--- config.mk ---
export PLATFORM = sky130hd
export DESIGN_NAME = lpm_tcam
export DESIGN_NICKNAME = d
export VERILOG_FILES = /design/src/rtl/lpm_tcam_pkg.sv /design/src/rtl/lpm_entry_bank.sv /design/src/rtl/lpm_match_array.sv /design/src/rtl/lpm_prio_pick.sv /design/src/rtl/lpm_tcam.sv
export SDC_FILE = /design/constraint.sdc
export NUM_CORES = 2
export LEC_CHECK = 0
export BUFFER_PORTS_ARGS = -buffer_cell sky130_fd_sc_hd__buf_2
export CORE_MARGIN = 2
export CORE_UTILIZATION = 54
export CTS_BUF_LIST = sky130_fd_sc_hd__clkbuf_2
export DETAILED_ROUTE_END_ITERATION = 6
export HOLD_SLACK_MARGIN = 0.12
export MAX_ROUTING_LAYER = met4
export PLACE_DENSITY = 0.67
export SLEW_MARGIN = 20
export SYNTH_ARGS = -nofsm -noshare
export SYNTH_HDL_FRONTEND = slang
export SYNTH_SLANG_ARGS = --single-unit
--- constraint.sdc ---
create_clock -name clk -period 3.85 [get_ports clk]
set_input_delay 0.5775 -clock clk [delete_from_list [all_inputs] [get_ports clk]]
set_output_delay 0.5775 -clock clk [all_outputs]
set_load 0.01 [all_outputs]
--- src/rtl/lpm_tcam_pkg.sv ---
package lpm_tcam_pkg;

   typedef enum logic [0:0] {
      PRIO_LINEAR  = 1'b0,
      PRIO_GROUPED = 1'b1
   } prio_style_e;

endpackage

--- src/rtl/lpm_entry_bank.sv ---
module lpm_entry_bank
#(
   parameter int KEY_W = 32,
   parameter int DEPTH = 16,
   parameter int NH_W  = 8,
   localparam int IDX_W = (DEPTH > 1) ? $clog2(DEPTH) : 1,
   localparam int LEN_W = $clog2(KEY_W + 1)
)
(
   input  logic                        clk,
   input  logic                        rst_n,
   input  logic                        wr_en,
   input  logic [IDX_W-1:0]            wr_idx,
   input  logic                        wr_valid,
   input  logic [KEY_W-1:0]            wr_key,
   input  logic [LEN_W-1:0]            wr_len,
   input  logic [NH_W-1:0]             wr_nh,
   output logic [DEPTH-1:0]            ent_valid,
   output logic [DEPTH-1:0][KEY_W-1:0] ent_value,
   output logic [DEPTH-1:0][KEY_W-1:0] ent_care,
   output logic [DEPTH-1:0][NH_W-1:0]  ent_nh
);

   logic [LEN_W-1:0] len_clamped;
   logic [KEY_W-1:0] care_new;

   always_comb begin
      if (int'(wr_len) > KEY_W) len_clamped = LEN_W'(KEY_W);
      else                      len_clamped = wr_len;
   end

   // top len_clamped bits set, rest cleared
   assign care_new = ~({KEY_W{1'b1}} >> len_clamped);

   for (genvar e = 0; e < DEPTH; e++) begin : g_slot
      logic sel;
      assign sel = wr_en && (int'(wr_idx) == e);

      always_ff @(posedge clk or negedge rst_n) begin
         if (!rst_n) begin
            ent_valid[e] <= 1'b0;
            ent_value[e] <= '0;
            ent_care[e]  <= '0;
            ent_nh[e]    <= '0;
         end else if (sel) begin
            ent_valid[e] <= wr_valid;
            ent_value[e] <= wr_key & care_new;
            ent_care[e]  <= care_new;
            ent_nh[e]    <= wr_nh;
         end
      end
   end

   AST_WRITE_LANDS: assert property (@(posedge clk) disable iff (!rst_n)
      (wr_en && int'(wr_idx) < DEPTH) |=> ent_valid[$past(wr_idx)] == $past(wr_valid));

endmodule

--- src/rtl/lpm_match_array.sv ---
module lpm_match_array
#(
   parameter int KEY_W = 32,
   parameter int DEPTH = 16
)
(
   input  logic                        clk,
   input  logic                        rst_n,
   input  logic [KEY_W-1:0]            key,
   input  logic [DEPTH-1:0]            ent_valid,
   input  logic [DEPTH-1:0][KEY_W-1:0] ent_value,
   input  logic [DEPTH-1:0][KEY_W-1:0] ent_care,
   output logic [DEPTH-1:0]            hit_vec
);

   for (genvar e = 0; e < DEPTH; e++) begin : g_cmp
      logic [KEY_W-1:0] diff;
      assign diff       = (key ^ ent_value[e]) & ent_care[e];
      assign hit_vec[e] = ent_valid[e] && (diff == '0);

      AST_WILDCARD_HITS: assert property (@(posedge clk) disable iff (!rst_n)
         (ent_valid[e] && ent_care[e] == '0) |-> hit_vec[e]);
   end

endmodule

--- src/rtl/lpm_prio_pick.sv ---
module lpm_prio_pick
   import lpm_tcam_pkg::*;
#(
   parameter int          DEPTH   = 16,
   parameter prio_style_e STYLE   = PRIO_GROUPED,
   parameter int          GROUP_W = 4,
   localparam int IDX_W = (DEPTH > 1) ? $clog2(DEPTH) : 1
)
(
   input  logic [DEPTH-1:0] req,
   output logic             any,
   output logic [IDX_W-1:0] idx
);

   if (STYLE == PRIO_LINEAR) begin : g_linear
      always_comb begin
         any = 1'b0;
         idx = '0;
         for (int i = DEPTH - 1; i >= 0; i--) begin
            if (req[i]) begin
               any = 1'b1;
               idx = IDX_W'(i);
            end
         end
      end
   end else begin : g_grouped
      localparam int NGROUP = (DEPTH + GROUP_W - 1) / GROUP_W;
      localparam int PAD_W  = NGROUP * GROUP_W;
      localparam int LW     = (GROUP_W > 1) ? $clog2(GROUP_W) : 1;

      logic [PAD_W-1:0]           req_pad;
      logic [NGROUP-1:0]          grp_any;
      logic [NGROUP-1:0][LW-1:0]  grp_idx;

      always_comb begin
         req_pad = '0;
         req_pad[DEPTH-1:0] = req;
      end

      for (genvar g = 0; g < NGROUP; g++) begin : g_grp
         logic [GROUP_W-1:0] slice;
         assign slice = req_pad[g*GROUP_W +: GROUP_W];
         always_comb begin
            grp_any[g] = 1'b0;
            grp_idx[g] = '0;
            for (int j = GROUP_W - 1; j >= 0; j--) begin
               if (slice[j]) begin
                  grp_any[g] = 1'b1;
                  grp_idx[g] = LW'(j);
               end
            end
         end
      end

      always_comb begin
         int base;
         any  = 1'b0;
         idx  = '0;
         base = 0;
         for (int g = NGROUP - 1; g >= 0; g--) begin
            if (grp_any[g]) begin
               any  = 1'b1;
               base = g * GROUP_W + int'(grp_idx[g]);
               idx  = IDX_W'(base);
            end
         end
      end
   end

endmodule

--- src/rtl/lpm_tcam.sv ---
module lpm_tcam
   import lpm_tcam_pkg::*;
#(
   parameter int          KEY_W   = 32,
   parameter int          DEPTH   = 16,
   parameter int          NH_W    = 8,
   parameter prio_style_e STYLE   = PRIO_GROUPED,
   parameter int          GROUP_W = 4,
   localparam int IDX_W = (DEPTH > 1) ? $clog2(DEPTH) : 1,
   localparam int LEN_W = $clog2(KEY_W + 1)
)
(
   input  logic             clk,
   input  logic             rst_n,
   input  logic             wr_en,
   input  logic [IDX_W-1:0] wr_idx,
   input  logic             wr_valid,
   input  logic [KEY_W-1:0] wr_key,
   input  logic [LEN_W-1:0] wr_len,
   input  logic [NH_W-1:0]  wr_nh,
   input  logic             lk_req,
   input  logic [KEY_W-1:0] lk_key,
   output logic             res_valid,
   output logic             res_hit,
   output logic [IDX_W-1:0] res_idx,
   output logic [NH_W-1:0]  res_nh
);

   if (KEY_W < 1)   begin : g_bad_key   $error("KEY_W must be at least 1");   end
   if (DEPTH < 2)   begin : g_bad_depth $error("DEPTH must be at least 2");   end
   if (NH_W < 1)    begin : g_bad_nh    $error("NH_W must be at least 1");    end
   if (GROUP_W < 1) begin : g_bad_grp   $error("GROUP_W must be at least 1"); end

   logic [DEPTH-1:0]            ent_valid;
   logic [DEPTH-1:0][KEY_W-1:0] ent_value;
   logic [DEPTH-1:0][KEY_W-1:0] ent_care;
   logic [DEPTH-1:0][NH_W-1:0]  ent_nh;
   logic [DEPTH-1:0]            hit_vec;
   logic                        pick_any;
   logic [IDX_W-1:0]            pick_idx;

   lpm_entry_bank #(.KEY_W(KEY_W), .DEPTH(DEPTH), .NH_W(NH_W)) u_bank (
      .clk       (clk),
      .rst_n     (rst_n),
      .wr_en     (wr_en),
      .wr_idx    (wr_idx),
      .wr_valid  (wr_valid),
      .wr_key    (wr_key),
      .wr_len    (wr_len),
      .wr_nh     (wr_nh),
      .ent_valid (ent_valid),
      .ent_value (ent_value),
      .ent_care  (ent_care),
      .ent_nh    (ent_nh)
   );

   lpm_match_array #(.KEY_W(KEY_W), .DEPTH(DEPTH)) u_match (
      .clk       (clk),
      .rst_n     (rst_n),
      .key       (lk_key),
      .ent_valid (ent_valid),
      .ent_value (ent_value),
      .ent_care  (ent_care),
      .hit_vec   (hit_vec)
   );

   lpm_prio_pick #(.DEPTH(DEPTH), .STYLE(STYLE), .GROUP_W(GROUP_W)) u_pick (
      .req (hit_vec),
      .any (pick_any),
      .idx (pick_idx)
   );

   always_ff @(posedge clk or negedge rst_n) begin
      if (!rst_n) begin
         res_valid <= 1'b0;
         res_hit   <= 1'b0;
         res_idx   <= '0;
         res_nh    <= '0;
      end else begin
         res_valid <= lk_req;
         if (lk_req) begin
            res_hit <= pick_any;
            res_idx <= pick_any ? pick_idx : '0;
            res_nh  <= pick_any ? ent_nh[pick_idx] : '0;
         end
      end
   end

   AST_VALID_AFTER_REQ: assert property (@(posedge clk) disable iff (!rst_n)
      lk_req |=> res_valid);

   AST_NO_SPURIOUS_VALID: assert property (@(posedge clk) disable iff (!rst_n)
      !lk_req |=> !res_valid);

   AST_HOLD_WHEN_IDLE: assert property (@(posedge clk) disable iff (!rst_n)
      !lk_req |=> ($stable(res_hit) && $stable(res_idx) && $stable(res_nh)));

   AST_MISS_ZERO: assert property (@(posedge clk) disable iff (!rst_n)
      (res_valid && !res_hit) |-> (res_idx == '0 && res_nh == '0));

   AST_WINNER_WAS_VALID: assert property (@(posedge clk) disable iff (!rst_n)
      (res_valid && res_hit) |-> ((($past(ent_valid) >> res_idx) & DEPTH'(1)) != '0));

   AST_LOWEST_WINS: assert property (@(posedge clk) disable iff (!rst_n)
      (res_valid && res_hit) |->
         (($past(hit_vec) & ((DEPTH'(1) << res_idx) - DEPTH'(1))) == '0));

endmodule

==> results.toml <==
[status]
status = "finished with violations"
violations = "negative setup slack"

[floorplanning]
core_sq_um = 98400
die_area_sq_um = 102000
die_y_um = 319
ios = 101
rows = 115
die_x_um = 319
initial_utilization = 0.545

[synth]
synth.distinct_cells = 64
synth_most_common_cell = "nand2_1"
synthCells = 5431
yosys.area.top_type = "dfrtp_1"
async_reset_ff_frac = 1.00
netlist_area_sq_um = 53600
synth_edf_count = 0
synth_top_area_share = 0.552
ys.flop_type = "dfrtp_1"
ys_top_cells_by_count = "1,255 x nand2_1, 1,182 x dfrtp_1, 965 x o21ai_0"
ys_ff_latch = 1182
ys_top_cells_by_area = "dfrtp_1 55%, o21ai_0 9.0%, nand2_1 8.8%"
ys_warn_count = 0
yosysSeqAreaShare = 0.552
syn_avg_cell_area_sq_um = 9.87
syn_nets = 5518

[critical_path]
cp_cell_sequence = "xor2_2, a22oi_1, nand4_1, nor4_1, a22oi_1, and4_4, o311a_4, or2_4, buf_4, mux2_4, o2bb2ai_1, nor4_1, or3_1"
startpoint = "u_bank.ent_value[38]"
critPathTopFamily = "simple AND/OR/NAND/NOR gates"
r2r_start = "u_bank.ent_value[38]"
path_class = "flop to flop"
cp.arrival_ns = 5.26
cp_max_fo = 5
cp_data_required_time_ns = 5.25
crit_path_top_delay_cell = "nor4_1"
cpPeakStageDelay_ns = 0.47
reg2reg_to = "res_nh[5]"
reg2reg_slack_ns = -0.01
critPathBufInv = 1
endpoint_kind = "flop"
setup.worst_path.start_class = "flop"
r2r_cells = 13

[grt]
grt_overflow_total = 0
grt_usage = 0.454
grt_antenna_before_repair = 33
grt_pass1_wl_um = 320000
grt_pass1_vias = 45800
grt_max_degree = 135

[timing]
hold_viol_final = 0
setup_viol = 1
fin_worst_skew_ns = 0.132
tns_ns = -0.0134
worstMarginPinSlew_ns = 1.28
post-route-min-period_ns = 3.86
fmax_mhz = 259
fin_crit_sh = 1.00
finalMaxSlewViolations = 0
setup_ws_ns = -0.0134
rsz0062_at_grt = "yes"
max-slew-margin-rel = 0.143

[cts]
clkLatencyLatePin_ns = 1.63
cts.sinks = 1182
clock-root-buffer = "clkbuf_2"
cts_buffer_depth = 4
htreeDepth = 5
cts.clk_slew.worst_paths_ns = 0.10
tritoncts = "yes"
cts_inserted_buffers = 325

[placed_design]
pre_cts_ws_ns = -0.905
dp_hpwl_um = 145000
io_buffer_count = 100
place_area_sq_um = 60300
gp_congestion = 1.06

[layout]
final_nets = 6334
final_area_sq_um = 64500
drive_above_1_share = 0.223
syn_to_final_growth_pct = 20.4
fillCellCount = 8188

[routing]
first_iter_violations = 7111
ant_nets = 0
drc = 0
wl_per_cell_um = 28.7
drtPass1Iterations = 6
vias = 48000
postRouteWirelength_um = 223000
vias_per_cell = 6.18

[power_and_ir_drop]
p_per_area_nw_per_um2 = 535
leakagePower_nw = 31.3
finalPower_mw = 34.6
vdd_drop_max_uv = 288

[flow_run]
max_cap_violations = 0

[hold_path]
holdCritPathClass = "input pin to flop"
hold_depth = 5
hp-start = "wr_idx[2]"
min_to = "u_bank.ent_value[276]"
## per-layer routing
metal  global-route usage  part of all wire  wire [um]  vias up
met5                    -                 0          0        -
met4                0.265             0.069      15300        0
met3                0.137              0.13      29600      763
met2                0.624              0.42      93100     3357
met1                0.596              0.38      85100    23200
li1                     -                 -          -    20700
## final cells by class
| cell class | count | area (sq um) | area share |
|---|---|---|---|
| tap | 1287 | 1610 | 0.0249 |
| sequential | 1182 | 29600 | 0.458 |
| clock inverter | 55 | 322 | 0.00498 |
| clock buffer | 456 | 2280 | 0.0354 |
| multi-input combinational | 3850 | 22800 | 0.352 |
| inverter | 7 | 26.3 | 0.000407 |
| antenna | 55 | 138 | 0.00213 |
| timing repair buffer | 881 | 7840 | 0.121 |
## repair_timing
action	in CTS	in global routing
cloned	1	0
setup buffers	1	7
endpoints found under the setup margin	8	8
hold buffers	123	0
gates resized for setup	15	11
pin swaps	3	10
hold endpoints to repair	2282	0
## per-stage QoR
stage / hold WS, ns / utilization / cells
after floorplan: 0.282 / - / 5431
after detailed placement: 0.463 / 0.613 / 7075
final: 0.236 / 0.656 / 7773
after global routing: 0.185 / 0.655 / 7752
after global placement: 0.458 / 0.613 / 7075
after CTS: 0.136 / 0.653 / 7711
## flip-flops by register name, indices dropped and copies added, names as in the netlist
register and flops:
res_hit 1, res_idx 4, res_nh 8, res_valid 1, u_bank.ent_care 512, u_bank.ent_nh 128, u_bank.ent_valid 16, u_bank.ent_value 512
## report_power, final
group / leakage (nW) / internal, mW / total (mW) / switching [mW]
Sequential: 14.8 / 15.0 / 17.0 / 2.04
Clock: 2.07 / 3.38 / 8.65 / 5.27
Combinational: 14.4 / 3.88 / 8.91 / 5.03
Total: 31.3 / 22.2 / 34.6 / 12.3
## logic make-up after synthesis
group	after synthesis	share of synthesized area
AND/OR/NAND/NOR	1613	0.126
AO/OA/AOI/OAI	1567	0.173
flip-flops	1182	0.552
XOR/XNOR	512	0.0837
buffers and inverters	400	0.0333
multiplexers	157	0.0321
## how the worst max path moves through the flow
stage / slack (ns) / endpoint / cells after the start
CTS: 0.01 / res_nh[6] / 11
detailed placement: -0.90 / res_nh[6] / 19
finish: -0.01 / res_nh[5] / 13
global placement: -0.84 / res_nh[6] / 19
floorplan: 0.23 / res_nh[4] / 16
global route: -0.03 / res_nh[6] / 16
## cells in the final DEF (no fill, tap or decap), types with 99 or more instances in the layout
cell type      count
dlygate4sd3_1    120
o21ai_0          957
dfrtp_1         1182
clkbuf_2         456
buf_2             99
mux2_2           110
nand2_1         1243
nand4_1          116
xor2_1           509
a22oi_1          360
buf_4            568
## worst register-to-register path, delay by kind of cell (launching register included)
family	cells	cell delay [ns]
buf+inv	1	0.16
simple gates	6	1.63
compound gates	4	0.93
mux	1	0.28
flops	1	0.44
xor+xnor	1	0.22
(Power assumes the default switching activity.)
